[src/rtl/seg_pkg.sv]
package seg_pkg;
  typedef struct packed {
    logic [31:0] base;
    logic [31:0] limit;
    logic [11:0] attr;
  } seg_desc_t;

  typedef enum logic [1:0] {S_IDLE, S_LO, S_HI} fetch_st_e;
endpackage

[src/rtl/seg_addr_gen.sv]
module seg_addr_gen (
  input  logic [15:0] sel_i,
  input  logic [31:0] gdt_base_i,
  input  logic [15:0] gdt_limit_i,
  input  logic [31:0] ldt_base_i,
  input  logic [15:0] ldt_limit_i,
  output logic [31:0] addr_o,
  output logic        in_bounds_o
);
  logic [15:0] offset;
  logic [31:0] tbl_base;
  logic [15:0] tbl_limit;
  logic [16:0] last_byte;

  always_comb begin
    offset    = {sel_i[15:3], 3'b000};
    tbl_base  = sel_i[2] ? ldt_base_i  : gdt_base_i;
    tbl_limit = sel_i[2] ? ldt_limit_i : gdt_limit_i;
    last_byte = {1'b0, offset} + 17'd7;
    addr_o    = tbl_base + {16'h0, offset};
    in_bounds_o = (last_byte <= {1'b0, tbl_limit});
  end
endmodule

[src/rtl/seg_desc_decode.sv]
module seg_desc_decode
  import seg_pkg::*;
(
  input  logic [31:0] lo_i,
  input  logic [31:0] hi_i,
  output seg_desc_t   desc_o,
  output logic        present_o
);
  logic [19:0] raw_lim;
  logic [7:0]  access;
  logic [3:0]  flags;

  always_comb begin
    raw_lim = {hi_i[19:16], lo_i[15:0]};
    access  = hi_i[15:8];
    flags   = hi_i[23:20];
    desc_o.base  = {hi_i[31:24], hi_i[7:0], lo_i[31:16]};
    desc_o.limit = flags[3] ? {raw_lim, 12'hFFF} : {12'h000, raw_lim};
    desc_o.attr  = {flags, access};
    present_o    = access[7];
  end
endmodule

[src/rtl/seg_cache_regs.sv]
module seg_cache_regs
  import seg_pkg::*;
#(
  parameter int NUM_SEG = 6
) (
  input  logic                  clk_i,
  input  logic                  rst_ni,
  input  logic [NUM_SEG-1:0]    rm_we_i,
  input  logic [15:0]           rm_sel_i,
  input  logic [NUM_SEG-1:0]    pm_we_i,
  input  logic [15:0]           pm_sel_i,
  input  seg_desc_t             pm_desc_i,
  output logic [NUM_SEG*16-1:0] sel_o,
  output logic [NUM_SEG*32-1:0] base_o,
  output logic [NUM_SEG*32-1:0] limit_o,
  output logic [NUM_SEG*12-1:0] attr_o
);
  for (genvar g = 0; g < NUM_SEG; g++) begin : g_seg
    logic [15:0] sel_q;
    logic [31:0] base_q, limit_q;
    logic [11:0] attr_q;

    always_ff @(posedge clk_i or negedge rst_ni) begin
      if (!rst_ni) begin
        sel_q   <= '0;
        base_q  <= '0;
        limit_q <= '0;
        attr_q  <= '0;
      end else if (pm_we_i[g]) begin
        sel_q   <= pm_sel_i;
        base_q  <= pm_desc_i.base;
        limit_q <= pm_desc_i.limit;
        attr_q  <= pm_desc_i.attr;
      end else if (rm_we_i[g]) begin
        sel_q  <= rm_sel_i;
        base_q <= {12'h000, rm_sel_i, 4'h0};
      end
    end

    assign sel_o[g*16 +: 16]   = sel_q;
    assign base_o[g*32 +: 32]  = base_q;
    assign limit_o[g*32 +: 32] = limit_q;
    assign attr_o[g*12 +: 12]  = attr_q;
  end

  // at most one segment written per cycle
  a_r11_single_write: assert property (@(posedge clk_i) disable iff (!rst_ni)
    $onehot0(rm_we_i | pm_we_i) && !((|rm_we_i) && (|pm_we_i)));
endmodule

[src/rtl/seg_cache_loader.sv]
module seg_cache_loader
  import seg_pkg::*;
#(
  parameter int NUM_SEG = 6,
  localparam int SEG_W  = (NUM_SEG > 1) ? $clog2(NUM_SEG) : 1
) (
  input  logic                  clk_i,
  input  logic                  rst_ni,
  input  logic                  wr_en_i,
  input  logic [SEG_W-1:0]      wr_seg_i,
  input  logic [15:0]           wr_sel_i,
  input  logic                  pe_i,
  input  logic [31:0]           gdt_base_i,
  input  logic [15:0]           gdt_limit_i,
  input  logic [31:0]           ldt_base_i,
  input  logic [15:0]           ldt_limit_i,
  output logic                  mem_req_o,
  output logic [31:0]           mem_addr_o,
  input  logic                  mem_valid_i,
  input  logic [31:0]           mem_rdata_i,
  output logic                  busy_o,
  output logic                  fault_o,
  output logic [NUM_SEG*16-1:0] sel_o,
  output logic [NUM_SEG*32-1:0] base_o,
  output logic [NUM_SEG*32-1:0] limit_o,
  output logic [NUM_SEG*12-1:0] attr_o
);
  fetch_st_e        st_q;
  logic [SEG_W-1:0] pend_seg_q;
  logic [15:0]      pend_sel_q;
  logic [31:0]      addr_q, lo_q;
  logic             fault_q;

  logic [31:0]      desc_addr;
  logic             in_bounds, present, accept;
  seg_desc_t        desc;
  logic [NUM_SEG-1:0] rm_we, pm_we;

  seg_addr_gen u_addr (
    .sel_i       (wr_sel_i),
    .gdt_base_i  (gdt_base_i),
    .gdt_limit_i (gdt_limit_i),
    .ldt_base_i  (ldt_base_i),
    .ldt_limit_i (ldt_limit_i),
    .addr_o      (desc_addr),
    .in_bounds_o (in_bounds)
  );

  seg_desc_decode u_dec (
    .lo_i      (lo_q),
    .hi_i      (mem_rdata_i),
    .desc_o    (desc),
    .present_o (present)
  );

  assign accept = wr_en_i && (st_q == S_IDLE);

  always_comb begin
    rm_we = '0;
    pm_we = '0;
    if (accept && !pe_i)
      rm_we[wr_seg_i] = 1'b1;
    if (st_q == S_HI && mem_valid_i && present)
      pm_we[pend_seg_q] = 1'b1;
  end

  always_ff @(posedge clk_i or negedge rst_ni) begin
    if (!rst_ni) begin
      st_q       <= S_IDLE;
      pend_seg_q <= '0;
      pend_sel_q <= '0;
      addr_q     <= '0;
      lo_q       <= '0;
      fault_q    <= 1'b0;
    end else begin
      fault_q <= 1'b0;
      case (st_q)
        S_IDLE: if (accept && pe_i) begin
          if (in_bounds) begin
            st_q       <= S_LO;
            addr_q     <= desc_addr;
            pend_seg_q <= wr_seg_i;
            pend_sel_q <= wr_sel_i;
          end else begin
            fault_q <= 1'b1;
          end
        end
        S_LO: if (mem_valid_i) begin
          lo_q <= mem_rdata_i;
          st_q <= S_HI;
        end
        S_HI: if (mem_valid_i) begin
          st_q    <= S_IDLE;
          fault_q <= !present;
        end
        default: st_q <= S_IDLE;
      endcase
    end
  end

  assign mem_req_o  = (st_q != S_IDLE);
  assign mem_addr_o = (st_q == S_HI) ? addr_q + 32'd4 : addr_q;
  assign busy_o     = (st_q != S_IDLE);
  assign fault_o    = fault_q;

  seg_cache_regs #(.NUM_SEG(NUM_SEG)) u_regs (
    .clk_i     (clk_i),
    .rst_ni    (rst_ni),
    .rm_we_i   (rm_we),
    .rm_sel_i  (wr_sel_i),
    .pm_we_i   (pm_we),
    .pm_sel_i  (pend_sel_q),
    .pm_desc_i (desc),
    .sel_o     (sel_o),
    .base_o    (base_o),
    .limit_o   (limit_o),
    .attr_o    (attr_o)
  );

  // a request only while busy, address held while stalled
  a_r3_req_busy: assert property (@(posedge clk_i) disable iff (!rst_ni)
    mem_req_o |-> busy_o);
  a_r3_addr_hold: assert property (@(posedge clk_i) disable iff (!rst_ni)
    (mem_req_o && !mem_valid_i) |=> (mem_req_o && $stable(mem_addr_o)));
  // real-mode write never starts a fetch
  a_r2_rm_nofetch: assert property (@(posedge clk_i) disable iff (!rst_ni)
    (wr_en_i && !busy_o && !pe_i) |=> !busy_o);
  // a fault ends any activity
  a_r7_fault_idle: assert property (@(posedge clk_i) disable iff (!rst_ni)
    fault_o |-> (!busy_o && !mem_req_o));
endmodule

[config.mk]
export PLATFORM = sky130hd
export DESIGN_NAME = seg_cache_loader
export DESIGN_NICKNAME = d
export VERILOG_FILES = /design/src/rtl/seg_pkg.sv /design/src/rtl/seg_addr_gen.sv /design/src/rtl/seg_desc_decode.sv /design/src/rtl/seg_cache_regs.sv /design/src/rtl/seg_cache_loader.sv
export SDC_FILE = /design/constraint.sdc
export NUM_CORES = 1
export LEC_CHECK = 0
export ABC_AREA = 1
export BUFFER_PORTS_ARGS = -buffer_cell sky130_fd_sc_hd__buf_4
export CAP_MARGIN = 25
export CORE_AREA = 2 2 287 289
export DETAILED_ROUTE_END_ITERATION = 16
export DIE_AREA = 0 0 289 291
export PLACE_DENSITY = 0.53
export RECOVER_POWER = 50
export SYNTH_ARGS = -nofsm -noshare
export SYNTH_HDL_FRONTEND = slang
export SYNTH_SLANG_ARGS = --single-unit
[constraint.sdc]
create_clock -name clk_i -period 2.9 [get_ports clk_i]
set_input_delay 0.435 -clock clk_i [delete_from_list [all_inputs] [get_ports clk_i]]
set_output_delay 0.435 -clock clk_i [all_outputs]
set_load 0.1 [all_outputs]
==> out/metrics.csv <==
metric;value;unit
crit_buf_inv;1;
crit_chain;ha_2 -> nand3_2 -> nor2_4 -> nand2_4 -> nor2_4 -> nand2_2 -> nor2_4 -> nand2_4 -> nor2_4 -> xor2_2 -> buf_12;
synth.avg_cell_area;9.22;um2
cts.path.max_buffers;3;
viasPerCell;5.01;
crit_top_cell;nor2_4;
finalCriticalPeriod;2.85;ns
yosysMostFrequentCell;nand2_1;
yosysWarnings;0;
routed_wl;111;mm
drc;0;
r2r_cells;8;
htree_levels;3;
cp_slowest_stage_delay;0.37;ns
std_cell_rows;105;
drive_gt1_frac;0.194;
ff2ff_setup_slack;0.63;ns
cts_root_buf;clkbuf_16;
nNetsFinal;3852;
cp.required;2.47;ns
die_area;84100;um2
finalNonFillerCells;4797;
async_flop_share;1.00;
antenna_found_initial;5;
first_pass_iters;6;
core_area;81200;um2
synth_top_area_frac;0.586;
r2r-end;u_regs.g_seg[3].attr_q[7];
synth.area.top_cells;dfrtp_1 59%, nand2_1 13%, o21ai_0 6.0%, o211ai_1 4.4%, nand3_1 2.8%;
slew_headroom;-0.210;
synth_cell_types;44;
crit_family;simple AND/OR/NAND/NOR gates;
worstMarginPinSlew;1.82;ns
portBuffers;738;
worst_skew_pair.late_latency;0.61;ns
fill_cells;8270;
finalHoldViolations;0;
fmax;351;MHz
synth_top_area_cell;dfrtp_1;
drtAntennaViolNets;0;
drv_slew;62;
grt_setup_unrepaired;yes;
ys_seq_area_frac;0.586;
period_share;0.982;
placed_cells;4654;
grt_pass1_vias;23300;
worstSetupEndpointType;output port;
gp_congestion;0.919;
crit_fanout;3;
outcome;complete, but fails checks;
maxCapViolations;1;
final_core_utilization;0.439;
ys_seq_elements;638;
avgRoutedWirePerCell;23.1;um
holdPathEnd;st_q[0];
crit_type;reg -> out;
r2r_start;st_q[1];
io_pins;739;
ys.flop_type;dfrtp_1;
grt_pass1_wl;162;mm
holdPathStages;2;
grt_util_all_layers;0.260;
dp_hpwl;81.2;mm
cp-start-kind;register;
clkTransAtPathRegs;0.06;ns
fp.dieW;289;um
synth_fp_nets;3136;
seqCellArea;16000;um2
setup_tns;0;ns
cts_buffers;73;
hp-class;in -> reg;
netlist_area;27200;um2
ys_top_cells_by_count;936 x nand2_1, 638 x dfrtp_1, 325 x o21ai_0;
violations;max-capacitance violations, max-slew violations;
finalSetupViolations;0;
grt_max_degree;111;
vias;24000;
synth-edff-count;0;
drtIter0Drc;1679;
multi_input_area;9880;um2
crit_arrival;2.41;ns
grt.overflow.total;0;
netlist_instances;2956;
critPathSlowestCell;dfrtp_1;
numClockSinks;638;
die_h;291;um
clock_skew;0.0319;ns
start_util;0.336;
synthToLayoutAreaGrowth;30.9;%
cts_tree;built;
hold_start;mem_valid_i;
## state kept, by name (all words and copies together), names as in the netlist
| register | count |
|---|---|
| u_regs.g_seg.attr_q | 72 |
| addr_q | 32 |
| pend_sel_q | 16 |
| lo_q | 32 |
| st_q | 2 |
| u_regs.g_seg.limit_q | 192 |
| pend_seg_q | 3 |
| fault_o | 1 |
| u_regs.g_seg.sel_q | 96 |
| u_regs.g_seg.base_q | 192 |
## how the worst max path moves through the flow
stage,startpoint,end,slack (ns),cells past startpoint
after floorplan,addr_q[3],mem_addr_o[16],-0.19,7
after global placement,wr_sel_i[2],addr_q[19],0.22,16
after detailed placement,wr_sel_i[2],addr_q[19],0.18,16
after CTS,addr_q[3],mem_addr_o[30],-0.06,11
after global routing,addr_q[3],mem_addr_o[26],-0.08,11
final,addr_q[3],mem_addr_o[30],0.05,11
## repair_timing
| action | 4_1_cts | 5_1_grt |
|---|---|---|
| hold endpoints to repair | 55 | 0 |
| hold buffers | 1 | 0 |
| setup buffers | 7 | 4 |
| endpoints found under the setup margin | 15 | 16 |
| pin swaps | 5 | 6 |
| gates resized for setup | 33 | 25 |
## metal layers
| layer | global-route usage | part of all wire |
|---|---|---|
| met5 | 0 | 0.00046 |
| met4 | 0.0709 | 0.026 |
| met3 | 0.0680 | 0.082 |
| met2 | 0.430 | 0.48 |
| met1 | 0.335 | 0.41 |
## cell usage in the layout (no fill, tap or decap), drive strengths merged, types with 2 or more instances in the layout
cell / synthesis / final
clkinvlp: 0 / 3
nand3b: 4 / 4
diode: 0 / 2
bufinv: 0 / 2
nor2: 104 / 104
o22ai: 16 / 16
mux2i: 12 / 12
clkbuf: 56 / 396
nand2: 954 / 954
nand4: 19 / 19
inv: 212 / 215
and2: 2 / 2
a21oi: 9 / 9
ha: 27 / 27
nor3: 5 / 5
xor2: 16 / 16
or2: 7 / 7
o211ai: 160 / 160
a31oi: 20 / 20
buf: 109 / 512
nand3: 157 / 157
xnor2: 26 / 26
o221ai: 32 / 32
o21ai: 363 / 363
clkinv: 2 / 19
dfrtp: 638 / 638
## area by class of cell
type / count / area share
Inverter: 214 / 0.0228
Sequential cell: 638 / 0.448
Clock buffer: 103 / 0.0595
Clock inverter: 25 / 0.00687
Multi-Input combinational cell: 1939 / 0.277
Timing Repair Buffer: 806 / 0.149
Antenna cell: 2 / 0.000140
Tap cell: 1070 / 0.0375
## kinds of logic after synthesis
logic type	count (synthesis)	share of synthesized area
AOI/OAI and AO/OA	602	0.132
xor gates and xnor gates	42	0.0135
adders and majority gates	28	0.0131
buffers and inverters	379	0.0625
DFF	638	0.586
muxes	12	0.00441
and+or+nand+nor	1255	0.189
## through the flow
step	hold slack, ns	setup WS [ns]	area, um2
2_1_floorplan	0.139	-0.192	27400
3_3_place_gp	0.447	0.216	34000
3_5_place_dp	0.444	0.178	34100
4_1_cts	0.0656	-0.0567	36700
5_1_grt	0.0629	-0.0813	35700
6_report	0.0884	0.0521	35700
Power is not shown: default switching activity piles up to over one toggle a cycle in this logic, so the estimate is an artifact.
